## src/rtl/mrd_pkg.sv

```systemverilog
package mrd_pkg;

   localparam int unsigned NUM_RATIOS = 3;
   localparam int unsigned CODE_W     = 2;

   typedef enum logic [CODE_W-1:0] {
      RC_LOW  = 2'b00,
      RC_MID  = 2'b01,
      RC_HIGH = 2'b10,
      RC_NONE = 2'b11
   } ratio_code_t;

   typedef enum logic [1:0] {
      ST_SEEK    = 2'b00,
      ST_MEASURE = 2'b01,
      ST_LOCKED  = 2'b10
   } lock_state_t;

endpackage

```

## src/rtl/mrd_edge_sync.sv

```systemverilog
module mrd_edge_sync (
   input  logic clk,
   input  logic rst_n,
   input  logic frame_clk,
   output logic rise
);

   logic samp_now;
   logic samp_old;

   always_ff @(posedge clk or negedge rst_n) begin
      if (!rst_n) begin
         samp_now <= 1'b0;
         samp_old <= 1'b0;
      end else begin
         samp_now <= frame_clk;
         samp_old <= samp_now;
      end
   end

   assign rise = samp_now & ~samp_old;

endmodule

```

## src/rtl/mrd_period_counter.sv

```systemverilog
module mrd_period_counter #(
   parameter int unsigned CNT_W = 10
) (
   input  logic             clk,
   input  logic             rst_n,
   input  logic             rise,
   output logic [CNT_W-1:0] count
);

   localparam logic [CNT_W-1:0] CNT_MAX = {CNT_W{1'b1}};
   localparam logic [CNT_W-1:0] CNT_ONE = CNT_W'(1);

   always_ff @(posedge clk or negedge rst_n) begin
      if (!rst_n) begin
         count <= '0;
      end else if (rise) begin
         count <= CNT_ONE;
      end else if (count != CNT_MAX) begin
         count <= count + CNT_ONE;
      end
   end

endmodule

```

## src/rtl/mrd_ratio_classifier.sv

```systemverilog
module mrd_ratio_classifier
   import mrd_pkg::*;
#(
   parameter int unsigned CNT_W   = 10,
   parameter int unsigned RATIO_A = 256,
   parameter int unsigned RATIO_B = 384,
   parameter int unsigned RATIO_C = 512
) (
   input  logic [CNT_W-1:0] period,
   output logic             legal,
   output ratio_code_t      code
);

   localparam int unsigned RATIOS [NUM_RATIOS] = '{RATIO_A, RATIO_B, RATIO_C};

   logic [NUM_RATIOS-1:0] hit;

   for (genvar g = 0; g < NUM_RATIOS; g++) begin : g_cmp
      assign hit[g] = (period == CNT_W'(RATIOS[g]));
   end

   always_comb begin
      code = RC_NONE;
      for (int i = 0; i < NUM_RATIOS; i++) begin
         if (hit[i]) code = ratio_code_t'(i);
      end
   end

   assign legal = |hit;

endmodule

```

## src/rtl/mrd_lock_ctrl.sv

```systemverilog
module mrd_lock_ctrl
   import mrd_pkg::*;
#(
   parameter int unsigned CNT_W = 10
) (
   input  logic             clk,
   input  logic             rst_n,
   input  logic             rise,
   input  logic [CNT_W-1:0] count,
   input  logic             legal,
   input  ratio_code_t      code,
   output logic             locked,
   output ratio_code_t      lock_code,
   output logic [CNT_W-1:0] lock_len,
   output logic             mismatch,
   output logic             reset_req,
   output logic             frame_pulse
);

   lock_state_t state;
   ratio_code_t cand;
   logic        cand_v;

   // A locked period is broken when an edge and the expected count disagree:
   // an early edge, or the count reaching the length with no edge.
   always_comb begin
      mismatch = (state == ST_LOCKED) && (rise != (count == lock_len));
   end

   always_ff @(posedge clk or negedge rst_n) begin
      if (!rst_n) begin
         state       <= ST_SEEK;
         cand        <= RC_NONE;
         cand_v      <= 1'b0;
         lock_code   <= RC_LOW;
         lock_len    <= '0;
         reset_req   <= 1'b0;
         frame_pulse <= 1'b0;
      end else begin
         reset_req   <= 1'b0;
         frame_pulse <= 1'b0;
         unique case (state)
            ST_SEEK: begin
               if (rise) state <= ST_MEASURE;
            end
            ST_MEASURE: begin
               if (rise) begin
                  if (legal && cand_v && (cand == code)) begin
                     state     <= ST_LOCKED;
                     lock_code <= code;
                     lock_len  <= count;
                  end else begin
                     cand   <= code;
                     cand_v <= legal;
                  end
               end
            end
            ST_LOCKED: begin
               if (mismatch) begin
                  reset_req <= 1'b1;
                  cand_v    <= 1'b0;
                  state     <= rise ? ST_MEASURE : ST_SEEK;
               end else if (rise) begin
                  frame_pulse <= 1'b1;
               end
            end
            default: state <= ST_SEEK;
         endcase
      end
   end

   assign locked = (state == ST_LOCKED);

endmodule

```

## src/rtl/mrd_strobe_div.sv

```systemverilog
module mrd_strobe_div #(
   parameter int unsigned CNT_W     = 10,
   parameter int unsigned DIV_SHIFT = 6
) (
   input  logic             clk,
   input  logic             rst_n,
   input  logic             locked,
   input  logic             mismatch,
   input  logic [CNT_W-1:0] lock_len,
   output logic             strobe
);

   localparam logic [CNT_W-1:0] CNT_ONE = CNT_W'(1);

   logic [CNT_W-1:0] step;
   logic [CNT_W-1:0] phase;
   logic             at_step;

   assign step    = lock_len >> DIV_SHIFT;
   assign at_step = (phase == step);

   always_ff @(posedge clk or negedge rst_n) begin
      if (!rst_n) begin
         phase  <= CNT_ONE;
         strobe <= 1'b0;
      end else begin
         if (!locked || at_step) phase <= CNT_ONE;
         else                    phase <= phase + CNT_ONE;
         strobe <= locked && !mismatch && at_step;
      end
   end

endmodule

```

## src/rtl/mclk_ratio_detect.sv

```systemverilog
module mclk_ratio_detect
   import mrd_pkg::*;
#(
   parameter int unsigned CNT_W     = 10,
   parameter int unsigned RATIO_A   = 256,
   parameter int unsigned RATIO_B   = 384,
   parameter int unsigned RATIO_C   = 512,
   parameter int unsigned DIV_SHIFT = 6
) (
   input  logic       clk,
   input  logic       rst_n,
   input  logic       frame_clk,
   output logic [1:0] ratio_code,
   output logic       ratio_valid,
   output logic       reset_req,
   output logic       frame_pulse,
   output logic       div_strobe
);

   localparam int unsigned DIV_UNIT = 1 << DIV_SHIFT;

   if ((1 << CNT_W) <= RATIO_C) begin : g_bad_width
      $error("CNT_W too narrow for largest ratio");
   end
   if (!(RATIO_A < RATIO_B && RATIO_B < RATIO_C)) begin : g_bad_order
      $error("ratios must be strictly ascending");
   end
   if ((RATIO_A % DIV_UNIT) != 0 || (RATIO_B % DIV_UNIT) != 0 ||
       (RATIO_C % DIV_UNIT) != 0) begin : g_bad_div
      $error("ratios must be multiples of the divider unit");
   end

   logic             rise;
   logic [CNT_W-1:0] count;
   logic             legal;
   ratio_code_t      code;
   logic             locked;
   ratio_code_t      lock_code;
   logic [CNT_W-1:0] lock_len;
   logic             mismatch;

   mrd_edge_sync u_sync (
      .clk       (clk),
      .rst_n     (rst_n),
      .frame_clk (frame_clk),
      .rise      (rise)
   );

   mrd_period_counter #(.CNT_W(CNT_W)) u_cnt (
      .clk   (clk),
      .rst_n (rst_n),
      .rise  (rise),
      .count (count)
   );

   mrd_ratio_classifier #(
      .CNT_W   (CNT_W),
      .RATIO_A (RATIO_A),
      .RATIO_B (RATIO_B),
      .RATIO_C (RATIO_C)
   ) u_cls (
      .period (count),
      .legal  (legal),
      .code   (code)
   );

   mrd_lock_ctrl #(.CNT_W(CNT_W)) u_lock (
      .clk         (clk),
      .rst_n       (rst_n),
      .rise        (rise),
      .count       (count),
      .legal       (legal),
      .code        (code),
      .locked      (locked),
      .lock_code   (lock_code),
      .lock_len    (lock_len),
      .mismatch    (mismatch),
      .reset_req   (reset_req),
      .frame_pulse (frame_pulse)
   );

   mrd_strobe_div #(.CNT_W(CNT_W), .DIV_SHIFT(DIV_SHIFT)) u_div (
      .clk      (clk),
      .rst_n    (rst_n),
      .locked   (locked),
      .mismatch (mismatch),
      .lock_len (lock_len),
      .strobe   (div_strobe)
   );

   assign ratio_valid = locked;
   assign ratio_code  = locked ? lock_code : RC_LOW;

endmodule

```

## config.mk

```make
export PLATFORM = sky130hd
export DESIGN_NAME = mclk_ratio_detect
export DESIGN_NICKNAME = d
export VERILOG_FILES = /design/src/rtl/mrd_pkg.sv /design/src/rtl/mrd_edge_sync.sv /design/src/rtl/mrd_period_counter.sv /design/src/rtl/mrd_ratio_classifier.sv /design/src/rtl/mrd_lock_ctrl.sv /design/src/rtl/mrd_strobe_div.sv /design/src/rtl/mclk_ratio_detect.sv
export SDC_FILE = /design/constraint.sdc
export NUM_CORES = 1
export LEC_CHECK = 0
export BUFFER_PORTS_ARGS = -buffer_cell sky130_fd_sc_hd__buf_2
export CELL_PAD_IN_SITES_DETAIL_PLACEMENT = 1
export CELL_PAD_IN_SITES_GLOBAL_PLACEMENT = 1
export CORE_ASPECT_RATIO = 1.2
export CORE_MARGIN = 10
export CORE_UTILIZATION = 40
export DETAILED_ROUTE_END_ITERATION = 10
export PLACE_DENSITY = 0.66
export SLEW_MARGIN = 5
export SYNTH_ARGS = -nofsm -noshare
export SYNTH_HDL_FRONTEND = slang
export SYNTH_SLANG_ARGS = --single-unit
```

## constraint.sdc

```tcl
create_clock -name clk -period 3.8 [get_ports clk]
set_clock_uncertainty 0.1 [all_clocks]
set_input_delay 0.76 -clock clk [delete_from_list [all_inputs] [get_ports clk]]
set_output_delay 0.76 -clock clk [all_outputs]
set_load 0.02 [all_outputs]
```

[After elaboration in Yosys (flattened, before gate mapping)]
Cells that the tools add are included.
W data, S select, Z words.
Cells by class
  add/sub/neg operators: 2
  $mul: 0
  divide/modulo/power cells: 0
  $lt $le $gt $ge: 0
  equality and inequality tests: 15
  shift operators: 0
  multiplexer cells: 22
  bitwise logic cells: 3
  reductions and logical operators: 16
Operators with widths (count)
  $mux W10: 3
  $add A10 B1 Y10 const B: 2
  $eq A10 B9 Y1 const B: 2
  $mux W2: 8
  $eq A10 B10 Y1: 1
  $eq A10 B10 Y1 const B: 1
  $eq A10 B4 Y1: 1
  $ne A10 B10 Y1 const B: 1
  $mux W1: 9
  $ne A2 B1 Y1 const B: 4
  $reduce_and A4 Y1: 2
  $pmux W2 S3: 1
  $reduce_and A3 Y1: 2
  $logic_and A1 B1 Y1: 5
  $reduce_bool A2 Y1: 2
  $reduce_or A3 Y1: 1
  $eq A2 B1 Y1 const B: 1
  $eq A2 B2 Y1: 1
  $eq A2 B2 Y1 const B: 1
  $logic_not A1 Y1: 2
  $logic_not A2 Y1: 1
  $ne A2 B2 Y1 const B: 1
  $not A1 Y1: 2
  $pmux W1 S2: 1
  other kinds (3): 3
Word-level totals
  register bits: 42
  bits in latches: 0
  bits in writable memories: 0
  memory bits (read-only): 0
  bits of input ports: 3
  output and inout port bits: 6
  logic and storage cells: 70
  memories: 0

[Depth between registers and ports, before layout]
  word-level depth: 9
  gate-level depth with buffers: 7
  gate-level depth less buffers: 6

[Modules after synthesis]
Synthesis repeated with hierarchy kept, for this count alone.
Second synthesis, totals
  cells, all modules: 203
  area total of the unflattened synthesis: 2284.7 µm²
By module, submodules not included
  mrd_lock_ctrl: instances 1, cells an instance 71, area each 924.6 µm², seq. area each 478.0 µm²
  mrd_strobe_div: instances 1, cells an instance 60, area each 620.6 µm², seq. area each 276.5 µm²
  mrd_period_counter: instances 1, cells an instance 59, area each 590.6 µm², seq. area each 250.2 µm²
  mrd_ratio_classifier: instances 1, cells an instance 8, area each 72.6 µm², seq. area each 0.0 µm²
  mrd_edge_sync: instances 1, cells an instance 3, area each 63.8 µm², seq. area each 50.0 µm²
  mclk_ratio_detect: instances 1, cells an instance 2, area each 12.5 µm², seq. area each 0.0 µm²

[Worst setup path after synthesis]
Ideal clock, no wire load.
  path type: register -> output
  start point: register u_lock.state[0]
  end point: output port ratio_code[0]
  arrival time: 1.010 ns
  required time: 2.940 ns
  slack: 1.930 ns
  cell stages (with the launch flop): 4
  buffers on the path: 0
  cell sequence: dfrtp_1 -> nand2b_1 -> inv_2 -> and2_1
Between the ends
  longest elaborated chain between the ends: 2
Ends and longest elaborated chain
  from (decl): RTL line mrd_lock_ctrl.sv:20  | lock_state_t state;
  from (signal assigned): RTL line mrd_lock_ctrl.sv:62  | state <= rise ? ST_MEASURE : ST_SEEK;
  $eq A2 B2 Y1: RTL line mrd_lock_ctrl.sv:72  | assign locked = (state == ST_LOCKED);
  net ratio_valid: RTL line mclk_ratio_detect.sv:14  | output logic ratio_valid,
  $mux W2: RTL line mclk_ratio_detect.sv:92  | assign ratio_code = locked ? lock_code : RC_LOW;
  to (decl): RTL line mclk_ratio_detect.sv:13  | output logic [1:0] ratio_code,
The timed path passes the listed nets, and every way through them passes these cells.

[Final worst setup path]
  start point: register u_lock.state[0]
  end point: output port ratio_code[0]
Between the ends
  longest elaborated chain between the ends: 2
Ends and longest elaborated chain (RTL line)
  $eq A2 B2 Y1: mrd_lock_ctrl.sv:72
  $mux W2: mclk_ratio_detect.sv:92
Every way passes these cells.

==> run metrics <==
chip height=slightly above 100 microns; # diodes=0; Post-synth top flop=dfrtp_1; Post-CTS Setup Inserts=0; Worst Setup EP=ratio_code[0]; via count=between 1000 and 1500; post-synth top area share=45.09%; Synth area leader=dfrtp_1; row cnt=29; Synth Instances=between 150 and 200; Vias/cell=between 5 and 6; Sw Pwr=about 0.00028 W; final wirelength=4.348 mm; Die X=around 87 microns; Arrival @ worst endpoint=1.41 ns; Routed WL per cell=around 16 microns; drc violations=0; syn avg cell area=10.93 sq um; Pwr Total=0.0009456 W; Final Setup Violations=0; HPWL Detailed=3.250 mm; CTS root buf=clkbuf_8; Logic pwr share=14.5%; number of synthesized flops with an enable pin=0; Clock Tree Buf Depth=2; Mapped Nets=204; Initial DRC Count=between 40 and 50; Netlist cell types=45; TNS Setup=0 ns; CTS Sinks=42; placed instance count=261; grt total ovfl=0; CP Launch Type=flip-flop; largest net degree at the start of global routing=43; FF-to-FF path depth=5; total die area=between 8000 and 9000 sq um; initial antenna violation count=0; post-synthesis sequential area ratio=between 40% and 50%; status=completed; Max Fclk=between 0.4 and 0.5 GHz; Setup crit end kind=output port; drt first pass iters=4; worst-margin pin slew=0.9574 ns; Critical R2R Capture=u_lock.lock_code[0]; Final Max Slew Viols=0; relative slew slack=a little over a third; Yosys warning count=0; GPL Wtd Cong=roughly 0.76; CTS tree=done; power density over the cells=about 400 nW/um^2; Cell Area, Synth=2165 sq um; Ports=9; Initial Util=41.14%; R2R Path Start=u_cnt.count[9]; r2r setup slk=around 1.8 ns; kind of critical path=flip-flop to output port; most frequent cells in the layout=dfrtp_1, nor2_1, xnor2_1; Hold-fix buffers, CTS=0; top cells by area, synth=dfrtp_1, xnor2_1, nor2_1; port bufs=8; Pint=0.0006624 W; crit path from=u_lock.state[0]; Tightest Hold Check Type=flip-flop to flip-flop; Layout area overhead=6.763%; vias in the first global route=roughly 1600; clock slew at reported path FFs=~0.09 ns; Final Hold Fails=0; leak pwr=about 1.0 nW; first-pass GRT wire length=around 7.6 mm; Synth async-reset ratio=100.0%; share of post-route cells with drive strength above 1=between 20% and 30%; final net count=212; post-route insts no fill=about 270; Clock Power Share=between 30% and 40%; Total Routing Usage GR=10.74%; switching part of the total=between 20% and 30%; Skew-Pair Late Insertion Delay=0.30 ns; sequential share of power=between 50% and 60%; H-tree levels=2; most common cell after layout, fill and taps aside=dfrtp_1; CTS buffer count=5; RSZ-0062 raised after global routing=false; cts repair resizes=0; fin crit share=59.73%; Final Critical Period=around 2.3 ns; Max Cap Viol=0; Worst VDD drop=around 260 uV; Critical Path RT=just under 3 ns; Synth Register Bits=between 40 and 50; antenna viol nets, final=0; Core ar.=between 5000 and 6000 sq um; crit-path max FO=9
[worst max-delay path, cell delays in order (launching register included)]
cell and delay (ns):
dfrtp_1 0.44, nand2b_1 0.23, inv_2 0.15, and2_1 0.14, buf_2 0.16
[registers in the layout, summed over array words and instances (netlist names)]
signal,count
u_cnt.count,10
u_div.phase,10
u_div.strobe,1
u_lock.cand,2
u_lock.cand_v,1
u_lock.frame_pulse,1
u_lock.lock_code,2
u_lock.lock_len,10
u_lock.reset_req,1
u_lock.state,2
u_sync.samp_now,1
u_sync.samp_old,1
[cell usage after synthesis, drive strengths merged (2+ instances only)]
library cell  number
and3               5
nand3              6
inv                4
o21ai              4
xor2               5
mux2i              2
and2               9
xnor2             25
nor3               8
buf                6
mux2               7
nand2b             3
nor3b              4
dfrtp             39
and2b              2
ha                 3
nand4              4
or2                2
dfstp              3
nor2              27
a21oi              4
nand2             11
[stage by stage]
stage                     hold slack, ns  instance area (sq um)  setup WS (ns)  utilization [%]
after detailed placement          0.2866                   2217          1.783            42.14
after global placement            0.2796                   2217          1.850            42.14
after CTS                         0.3071                   2311          1.497            43.92
after floorplan                   0.2677                   2165          1.930                -
final                             0.3013                   2311          1.530            43.92
after global routing              0.3295                   2311          1.419            43.92
[kinds of logic (layout without fill, tap and decap cells)]
logic type	count (synthesis)	after routing	share of synthesized area, %
AND/OR/NAND/NOR	87	87	23.18
buffers and inverters	11	20	3.699
multiplexers	9	9	5.260
AO/OA/AOI/OAI	16	16	5.261
XOR/XNOR	30	30	12.14
flip-flops	42	42	48.73
adder cells (fa/ha/maj)	3	3	1.734
[per-layer routing]
metal | GRT usage, % | vias up | wire (microns)
li1 | - | 679 | -
met1 | 12.51 | 704 | 1908
met2 | 18.63 | 10 | 2282
met3 | 2.832 | 6 | 105
met4 | 3.317 | 0 | 52
met5 | 0 | - | 0
[worst min-delay path by stage]
stage | depth (start not counted) | from | slack (ns) | endpoint
6_report | 0 | u_sync.samp_now | 0.30 | u_sync.samp_old
5_1_grt | 0 | u_sync.samp_now | 0.33 | u_sync.samp_old
4_1_cts | 0 | u_sync.samp_now | 0.31 | u_sync.samp_old
3_5_place_dp | 0 | u_sync.samp_now | 0.29 | u_sync.samp_old
3_3_place_gp | 0 | u_sync.samp_now | 0.28 | u_sync.samp_old
2_1_floorplan | 0 | u_sync.samp_now | 0.27 | u_sync.samp_old
[power by group through the flow]
| stage | clock network (W) | logic [W] | registers, W |
|---|---|---|---|
| after floorplan | 0 | 0.000131 | 0.000494 |
| after global placement | 0 | 0.000136 | 0.000515 |
| after detailed placement | 0 | 0.000141 | 0.000519 |
| after CTS | 0.000315 | 0.000141 | 0.000509 |
| after global routing | 0.000328 | 0.000155 | 0.000513 |
| final | 0.000301 | 0.000137 | 0.000508 |
[area by class of cell]
type | instances | area (sq um)
Sequential cell | 42 | 1055
Clock buffer | 5 | 68.82
Multi-Input combinational cell | 145 | 1030
Timing Repair Buffer | 8 | 40.04
Fill cell | 589 | 2950
Inverter | 4 | 15.01
Clock inverter | 3 | 25.02
Tap cell | 62 | 77.57
Note: power is estimated with default switching activity, not from simulation.
